File: src/rtl/rtx_pkg.sv
// Package: shared types for the replay FIFO.
// Assumes: nothing beyond IEEE 1800-2017.
package rtx_pkg;
    // Replay setup sequencer states
    typedef enum logic [1:0] {
        RT_IDLE   = 2'd0,
        RT_LOAD   = 2'd1,
        RT_SETTLE = 2'd2
    } rt_state_t;
endpackage

File: src/rtl/rtx_mem.sv
// Module: rtx_mem
// Storage array with one synchronous write port and one combinational read port.
// Assumes: addresses are in range; no reset is needed on the contents.
module rtx_mem #(
    parameter int DW = 8,
    parameter int AW = 7
) (
    input  logic          clk,
    input  logic          we,
    input  logic [AW-1:0] waddr,
    input  logic [DW-1:0] wdata,
    input  logic [AW-1:0] raddr,
    output logic [DW-1:0] rdata
);
    localparam int DEPTH = 1 << AW;

    logic [DW-1:0] store [DEPTH];

    // Capture a word on each accepted write
    always_ff @(posedge clk) begin
        if (we) begin
            store[waddr] <= wdata;
        end
    end

    // Present the word at the read pointer
    assign rdata = store[raddr];
endmodule

File: src/rtl/rtx_mark_ctl.sv
// Module: rtx_mark_ctl
// Holds the mark position and the mark-mode flag, and runs the two-cycle
// replay setup sequencer. It flags illegal replay requests.
// Assumes: pointers carry one extra lap bit (AW+1 wide), and the distance
// from the mark to the write pointer never exceeds the depth.
module rtx_mark_ctl
    import rtx_pkg::*;
#(
    parameter int AW         = 7,
    parameter int RT_MIN_GAP = 64
) (
    input  logic        clk,
    input  logic        rst_n,
    input  logic        mark_i,
    input  logic        rt_n_i,
    input  logic        rd_en_i,
    input  logic        has_word_i,
    input  logic        room_i,
    input  logic [AW:0] wptr_i,
    input  logic [AW:0] rptr_i,
    output logic        marked_o,
    output logic [AW:0] mark_ptr_o,
    output logic        busy_o,
    output logic        rewind_o,
    output logic        rt_err_o
);
    localparam logic [AW:0] GAP_W = RT_MIN_GAP[AW:0];

    rt_state_t   state;
    logic [AW:0] gap;
    logic        rt_ok;

    // Distance from the mark to the write pointer, and the legality of a request
    assign gap   = wptr_i - mark_ptr_o;
    assign rt_ok = marked_o && !rd_en_i && (gap >= GAP_W);

    // Sequencer, mark register and error pulse
    always_ff @(posedge clk) begin
        if (!rst_n) begin
            state      <= RT_IDLE;
            marked_o   <= 1'b0;
            mark_ptr_o <= '0;
            rt_err_o   <= 1'b0;
        end else begin
            rt_err_o <= 1'b0;
            case (state)
                RT_IDLE: begin
                    if (!rt_n_i) begin
                        if (rt_ok) begin
                            state <= RT_LOAD;
                        end else begin
                            rt_err_o <= 1'b1;
                        end
                    end
                end
                RT_LOAD:   state <= RT_SETTLE;
                default:   state <= RT_IDLE;
            endcase
            if (state == RT_IDLE) begin
                if (!mark_i) begin
                    marked_o <= 1'b0;
                end else if (has_word_i && room_i) begin
                    marked_o   <= 1'b1;
                    mark_ptr_o <= rptr_i - 1'b1;
                end
            end
        end
    end

    assign busy_o   = (state != RT_IDLE);
    assign rewind_o = (state == RT_LOAD);
endmodule

File: src/rtl/rtx_rd_port.sv
// Module: rtx_rd_port
// Read pointer and output register, for both standard and fall-through styles.
// The rewind strobe reloads the read pointer from the mark.
// Assumes: mem_q_i is the stored word at rptr_o; fwft_i is static after reset.
module rtx_rd_port #(
    parameter int DW = 8,
    parameter int AW = 7
) (
    input  logic          clk,
    input  logic          rst_n,
    input  logic          fwft_i,
    input  logic          rd_en_i,
    input  logic          busy_i,
    input  logic          rewind_i,
    input  logic [AW:0]   mark_ptr_i,
    input  logic [AW:0]   wptr_i,
    input  logic [DW-1:0] mem_q_i,
    output logic [AW:0]   rptr_o,
    output logic [DW-1:0] rd_data_o,
    output logic          out_valid_o
);
    logic [AW:0] count;
    logic        stored;
    logic        std_take;
    logic        ff_load;
    logic        ff_drop;

    // Decide this cycle's transfer for each read style
    assign count    = wptr_i - rptr_o;
    assign stored   = (count != '0);
    assign std_take = rd_en_i && stored && !busy_i;
    assign ff_load  = !busy_i && stored && (!out_valid_o || rd_en_i);
    assign ff_drop  = !busy_i && rd_en_i && out_valid_o && !stored;

    // Advance, rewind or hold the read side
    always_ff @(posedge clk) begin
        if (!rst_n) begin
            rptr_o      <= '0;
            rd_data_o   <= '0;
            out_valid_o <= 1'b0;
        end else if (rewind_i) begin
            rptr_o      <= mark_ptr_i;
            out_valid_o <= 1'b0;
        end else if (fwft_i) begin
            if (ff_load) begin
                rd_data_o   <= mem_q_i;
                rptr_o      <= rptr_o + 1'b1;
                out_valid_o <= 1'b1;
            end else if (ff_drop) begin
                out_valid_o <= 1'b0;
            end
        end else if (std_take) begin
            rd_data_o <= mem_q_i;
            rptr_o    <= rptr_o + 1'b1;
        end
    end
endmodule

File: src/rtl/rtx_fifo.sv
// Module: rtx_fifo (top)
// Single-clock FIFO with replay from a run-time mark. It ties the storage,
// the read port and the mark controller together, and owns the write pointer
// and the full and status flags.
// Assumes: fwft_mode is static between resets; DEPTH = 2**AW exceeds RT_MIN_GAP.
module rtx_fifo #(
    parameter int DW         = 8,
    parameter int AW         = 7,
    parameter int RT_MIN_GAP = 64
) (
    input  logic          clk,
    input  logic          rst_n,
    input  logic          fwft_mode,
    input  logic          wr_en,
    input  logic [DW-1:0] wr_data,
    output logic          full,
    input  logic          rd_en,
    output logic [DW-1:0] rd_data,
    output logic          status_flag,
    input  logic          mark,
    input  logic          rt_n,
    output logic          rt_err
);
    localparam logic [AW:0] FULL_CNT = {1'b1, {AW{1'b0}}};

    logic [AW:0]   wptr;
    logic [AW:0]   rptr;
    logic [AW:0]   mark_ptr;
    logic [AW:0]   count;
    logic [DW-1:0] mem_q;
    logic          marked;
    logic          busy;
    logic          rewind;
    logic          out_valid;
    logic          wr_go;
    logic          has_word;
    logic          room;

    // Occupancy, full limit and status flag
    assign count       = wptr - rptr;
    assign room        = (count != FULL_CNT);
    assign full        = marked ? ((wptr - mark_ptr) == FULL_CNT) : !room;
    assign wr_go       = wr_en && !full;
    assign has_word    = fwft_mode ? out_valid : (count != '0);
    assign status_flag = fwft_mode ? (out_valid && !busy) : (busy || (count == '0));

    // Write pointer advance on accepted writes
    always_ff @(posedge clk) begin
        if (!rst_n) begin
            wptr <= '0;
        end else if (wr_go) begin
            wptr <= wptr + 1'b1;
        end
    end

    rtx_mem #(.DW(DW), .AW(AW)) u_mem (
        .clk   (clk),
        .we    (wr_go),
        .waddr (wptr[AW-1:0]),
        .wdata (wr_data),
        .raddr (rptr[AW-1:0]),
        .rdata (mem_q)
    );

    rtx_rd_port #(.DW(DW), .AW(AW)) u_rd (
        .clk         (clk),
        .rst_n       (rst_n),
        .fwft_i      (fwft_mode),
        .rd_en_i     (rd_en),
        .busy_i      (busy),
        .rewind_i    (rewind),
        .mark_ptr_i  (mark_ptr),
        .wptr_i      (wptr),
        .mem_q_i     (mem_q),
        .rptr_o      (rptr),
        .rd_data_o   (rd_data),
        .out_valid_o (out_valid)
    );

    rtx_mark_ctl #(.AW(AW), .RT_MIN_GAP(RT_MIN_GAP)) u_mark (
        .clk        (clk),
        .rst_n      (rst_n),
        .mark_i     (mark),
        .rt_n_i     (rt_n),
        .rd_en_i    (rd_en),
        .has_word_i (has_word),
        .room_i     (room),
        .wptr_i     (wptr),
        .rptr_i     (rptr),
        .marked_o   (marked),
        .mark_ptr_o (mark_ptr),
        .busy_o     (busy),
        .rewind_o   (rewind),
        .rt_err_o   (rt_err)
    );
endmodule

File: config.mk
export PLATFORM = sky130hd
export DESIGN_NAME = rtx_fifo
export DESIGN_NICKNAME = d
export VERILOG_FILES = /design/src/rtl/rtx_pkg.sv /design/src/rtl/rtx_mem.sv /design/src/rtl/rtx_mark_ctl.sv /design/src/rtl/rtx_rd_port.sv /design/src/rtl/rtx_fifo.sv
export SDC_FILE = /design/constraint.sdc
export NUM_CORES = 1
export LEC_CHECK = 0
export BUFFER_PORTS_ARGS = -buffer_cell sky130_fd_sc_hd__buf_4
export CAP_MARGIN = 20
export CORE_MARGIN = 2
export CORE_UTILIZATION = 39
export DETAILED_ROUTE_END_ITERATION = 10
export PLACE_DENSITY = 0.51
export SLEW_MARGIN = 30
export SYNTH_ARGS = -nofsm -noshare
export SYNTH_HDL_FRONTEND = slang
export SYNTH_SLANG_ARGS = --single-unit
File: constraint.sdc
create_clock -name clk -period 5 [get_ports clk]
set_input_delay 1 -clock clk [delete_from_list [all_inputs] [get_ports clk]]
set_output_delay 1 -clock clk [all_outputs]
set_load 0.01 [all_outputs]
==> reports/metrics.cfg <==
[outcome]
status=finished, final reports clean

[floorplan]
fp-row-count=120
die_h_um=333.0
start_util_pct=39.38
coreArea_sq_um=107200
die_w_um=333.0
num_io_pins=26
die_area_sq_um=110900

[synth]
ys_types=61
synthCells=2135
synth_nets=2167
synth.avg_cell_area_sq_um=19.77
yosys_register_bits=1068
ys_warn_count=0
yosysSeqAreaShare_pct=74.93
postSynth.asyncResetShare_pct=0
netlist_area_sq_um=42210
synthFlopType=edfxtp_1
synth_edf_count=1024

[clocking]
clock_latency_ps=690
path_clk_slew_ps=60
post_cts_buffers=0
clkSinkCount=1068
cts_tree=built
cts_buffer_depth=3
cts_buffers=113
cts_root_buf=clkbuf_16
h-tree-depth=3
cts_resized=0
cts_hold_buf=0

[critical_path]
path_class=reg2out
crit_path_max_incr_delay_ps=550
ff2ff_setup_slack_ps=900
path_max_fanout=8
crit_chain=inv_1 > ha_1 > or4_4 > o21ai_2 > a21oi_2 > xor2_1 > o31ai_4 > nor2_1 > nor2_1 > buf_4
ff2ff_path_depth=12
r2r_end=u_mem.store[10][6]
critPathLaunchType=flip-flop
crit_top_cell=nor2_1
cp.arrival_ps=3320
r2r_start=u_rd.rptr_o[5]
crit_path_top_delay_cell=or4_4
worstPathRequired_ps=4000
crit_path_end_kind=output port

[drt]
routedWlPerCell_um=29.02
dr.pass1.iters=5
drt_iter0_drc=2082
wirelength_um=109100
antenna_left=0
drc=0
vias=21360
viasPerCell=5.682

[layout]
area_growth_pct=13.98
diodes=0
final_cell_mix=edfxtp_1 (1024), mux4_2 (237), nor2_1 (152)
fillers=9101
layout.area.seq_sq_um=31640
nets=2294
final_common_cell=edfxtp_1
final_util_pct=44.88
finalNonFillerCells=3759
drive_above_1_share_pct=25.34
multi_input_area_sq_um=9861

[sta]
rsz0062_at_grt=false
max_freq_mhz=231.7
finalWorstPathRequiredPeriod_ps=4315
worst_pin_slew_ps=942.7
hold_slack_ps=467.9
tns_ps=0
hold_viol=0
skew_ps=23.27
slew_headroom_pct=37.02
period_share_pct=86.31
drv_slew=0
setup-violations-final=0

[power]
p_switching_mw=5.910
p_leak_nw=14.78
p_int_mw=16.63
powerDensity_nw_per_um2=468.4
vdd_drop_max_v=0.0002647
p_comb_share_pct=17.8
total_power_mw=22.54
clkPwrFrac_pct=37.2
switching_share_pct=26.22
seqPwrFrac_pct=44.9

[grt]
grt_max_degree=74
grt_overflow_total=0
antenna_found_initial=3
grt_pass1_vias=22030
grt_pass1_wl_um=158700
track_usage_pct=19.76

[place]
place_hpwl_um=67400
globalplace.congestion=0.8276
placed_cells=3549
io_buffers=25

[min_path]
min_delay_path_depth=2
min_to=u_rd.rd_data_o[4]
hold_path_class=reg2reg
min_from=u_rd.rd_data_o[4]

[job]
maxCapViolCount=0

==> layout make-up <==
type	instances	share of cell area [%]
clock inverter	76	1.555
clock buffer	133	6.121
inverter	21	0.1638
sequential	1068	65.77
timing repair buffer	127	2.249
multi-input combinational	931	20.49
tap	1403	3.648
==> cell families (layout without fill, tap and decap cells) <==
| logic type | count (synthesis) | after routing | synth area share (%) |
|---|---|---|---|
| AOI/OAI and AO/OA | 252 | 252 | 4.141 |
| xor gates and xnor gates | 23 | 23 | 0.4772 |
| adders and majority gates | 17 | 17 | 0.5039 |
| buffers and inverters | 136 | 357 | 1.758 |
| DFF | 1068 | 1068 | 74.93 |
| muxes | 320 | 320 | 14.67 |
| and+or+nand+nor | 319 | 319 | 3.515 |
==> worst max-delay path by stage <==
stage / start / endpoint / slack [ps] / depth (start not counted)
floorplan: u_rd.rptr_o[4] / status_flag / 1760 / 9
global placement: u_rd.rptr_o[5] / u_mem.store[2][3] / 920 / 12
detailed placement: u_rd.rptr_o[5] / u_mem.store[10][7] / 880 / 12
CTS: u_rd.rptr_o[4] / status_flag / 630 / 10
global route: u_rd.rptr_o[3] / status_flag / 500 / 10
finish: u_rd.rptr_o[4] / status_flag / 680 / 10
==> critical path: cells and delay by family, from the launching register on <==
family | cells | cell delay, ps
buffers and inverters | 2 | 250
adder cells (fa/ha/maj) | 1 | 350
flip-flops | 1 | 400
AO/OA/AOI/OAI | 3 | 660
XOR/XNOR | 1 | 210
AND/OR/NAND/NOR | 3 | 780
==> flip-flops by register name (all words and copies together), names as in the netlist, named ones only <==
name,cells
u_mark.mark_ptr_o,8
u_rd.out_valid_o,1
u_mark.marked_o,1
u_rd.rptr_o,8
u_mem.store,1024
u_mark.rt_err_o,1
u_mark.state,2
wptr,8
u_rd.rd_data_o,8
==> routing by layer <==
layer,track usage (%),wire length (um),vias up,share of wire [%]
met4,5.276,2641,2,2.4
met2,31.18,51790,780,47
met1,28.47,47900,11370,44
met3,3.364,6726,141,6.2
met5,0,12,-,0.011
li1,-,-,9069,-
==> power groups by stage <==
stage	clock (mW)	sequential, mW	combinational, mW
after floorplan	0	10.1	2.93
after global placement	0	10.3	4.06
after detailed placement	0	10.3	4.08
after CTS	8.54	10.1	4.08
after global routing	8.89	10.2	4.28
final	8.39	10.1	4.02
==> cells in the mapped netlist, types with 26 or more instances <==
cell type  number  area share, %
edfxtp_1     1024             73
mux4_2        237             13
nor2_1        153            1.4
mux2i_1        63            1.5
nand2_1        58           0.52
a21oi_1        53           0.63
a22oi_1        49           0.87
dfxtp_1        44            2.1
buf_2          40           0.47
buf_4          31           0.55
clkbuf_1       30           0.27
o22ai_1        26           0.39
==> per-stage QoR <==
step / cell area, sq um / setup WS (ps)
floorplan: 42210 / 1758
global placement: 44390 / 924.8
detailed placement: 44390 / 881.3
CTS: 48080 / 628.3
global route: 48110 / 499.2
finish: 48110 / 684.6
No activity file was read; power rests on OpenSTA's default activity.
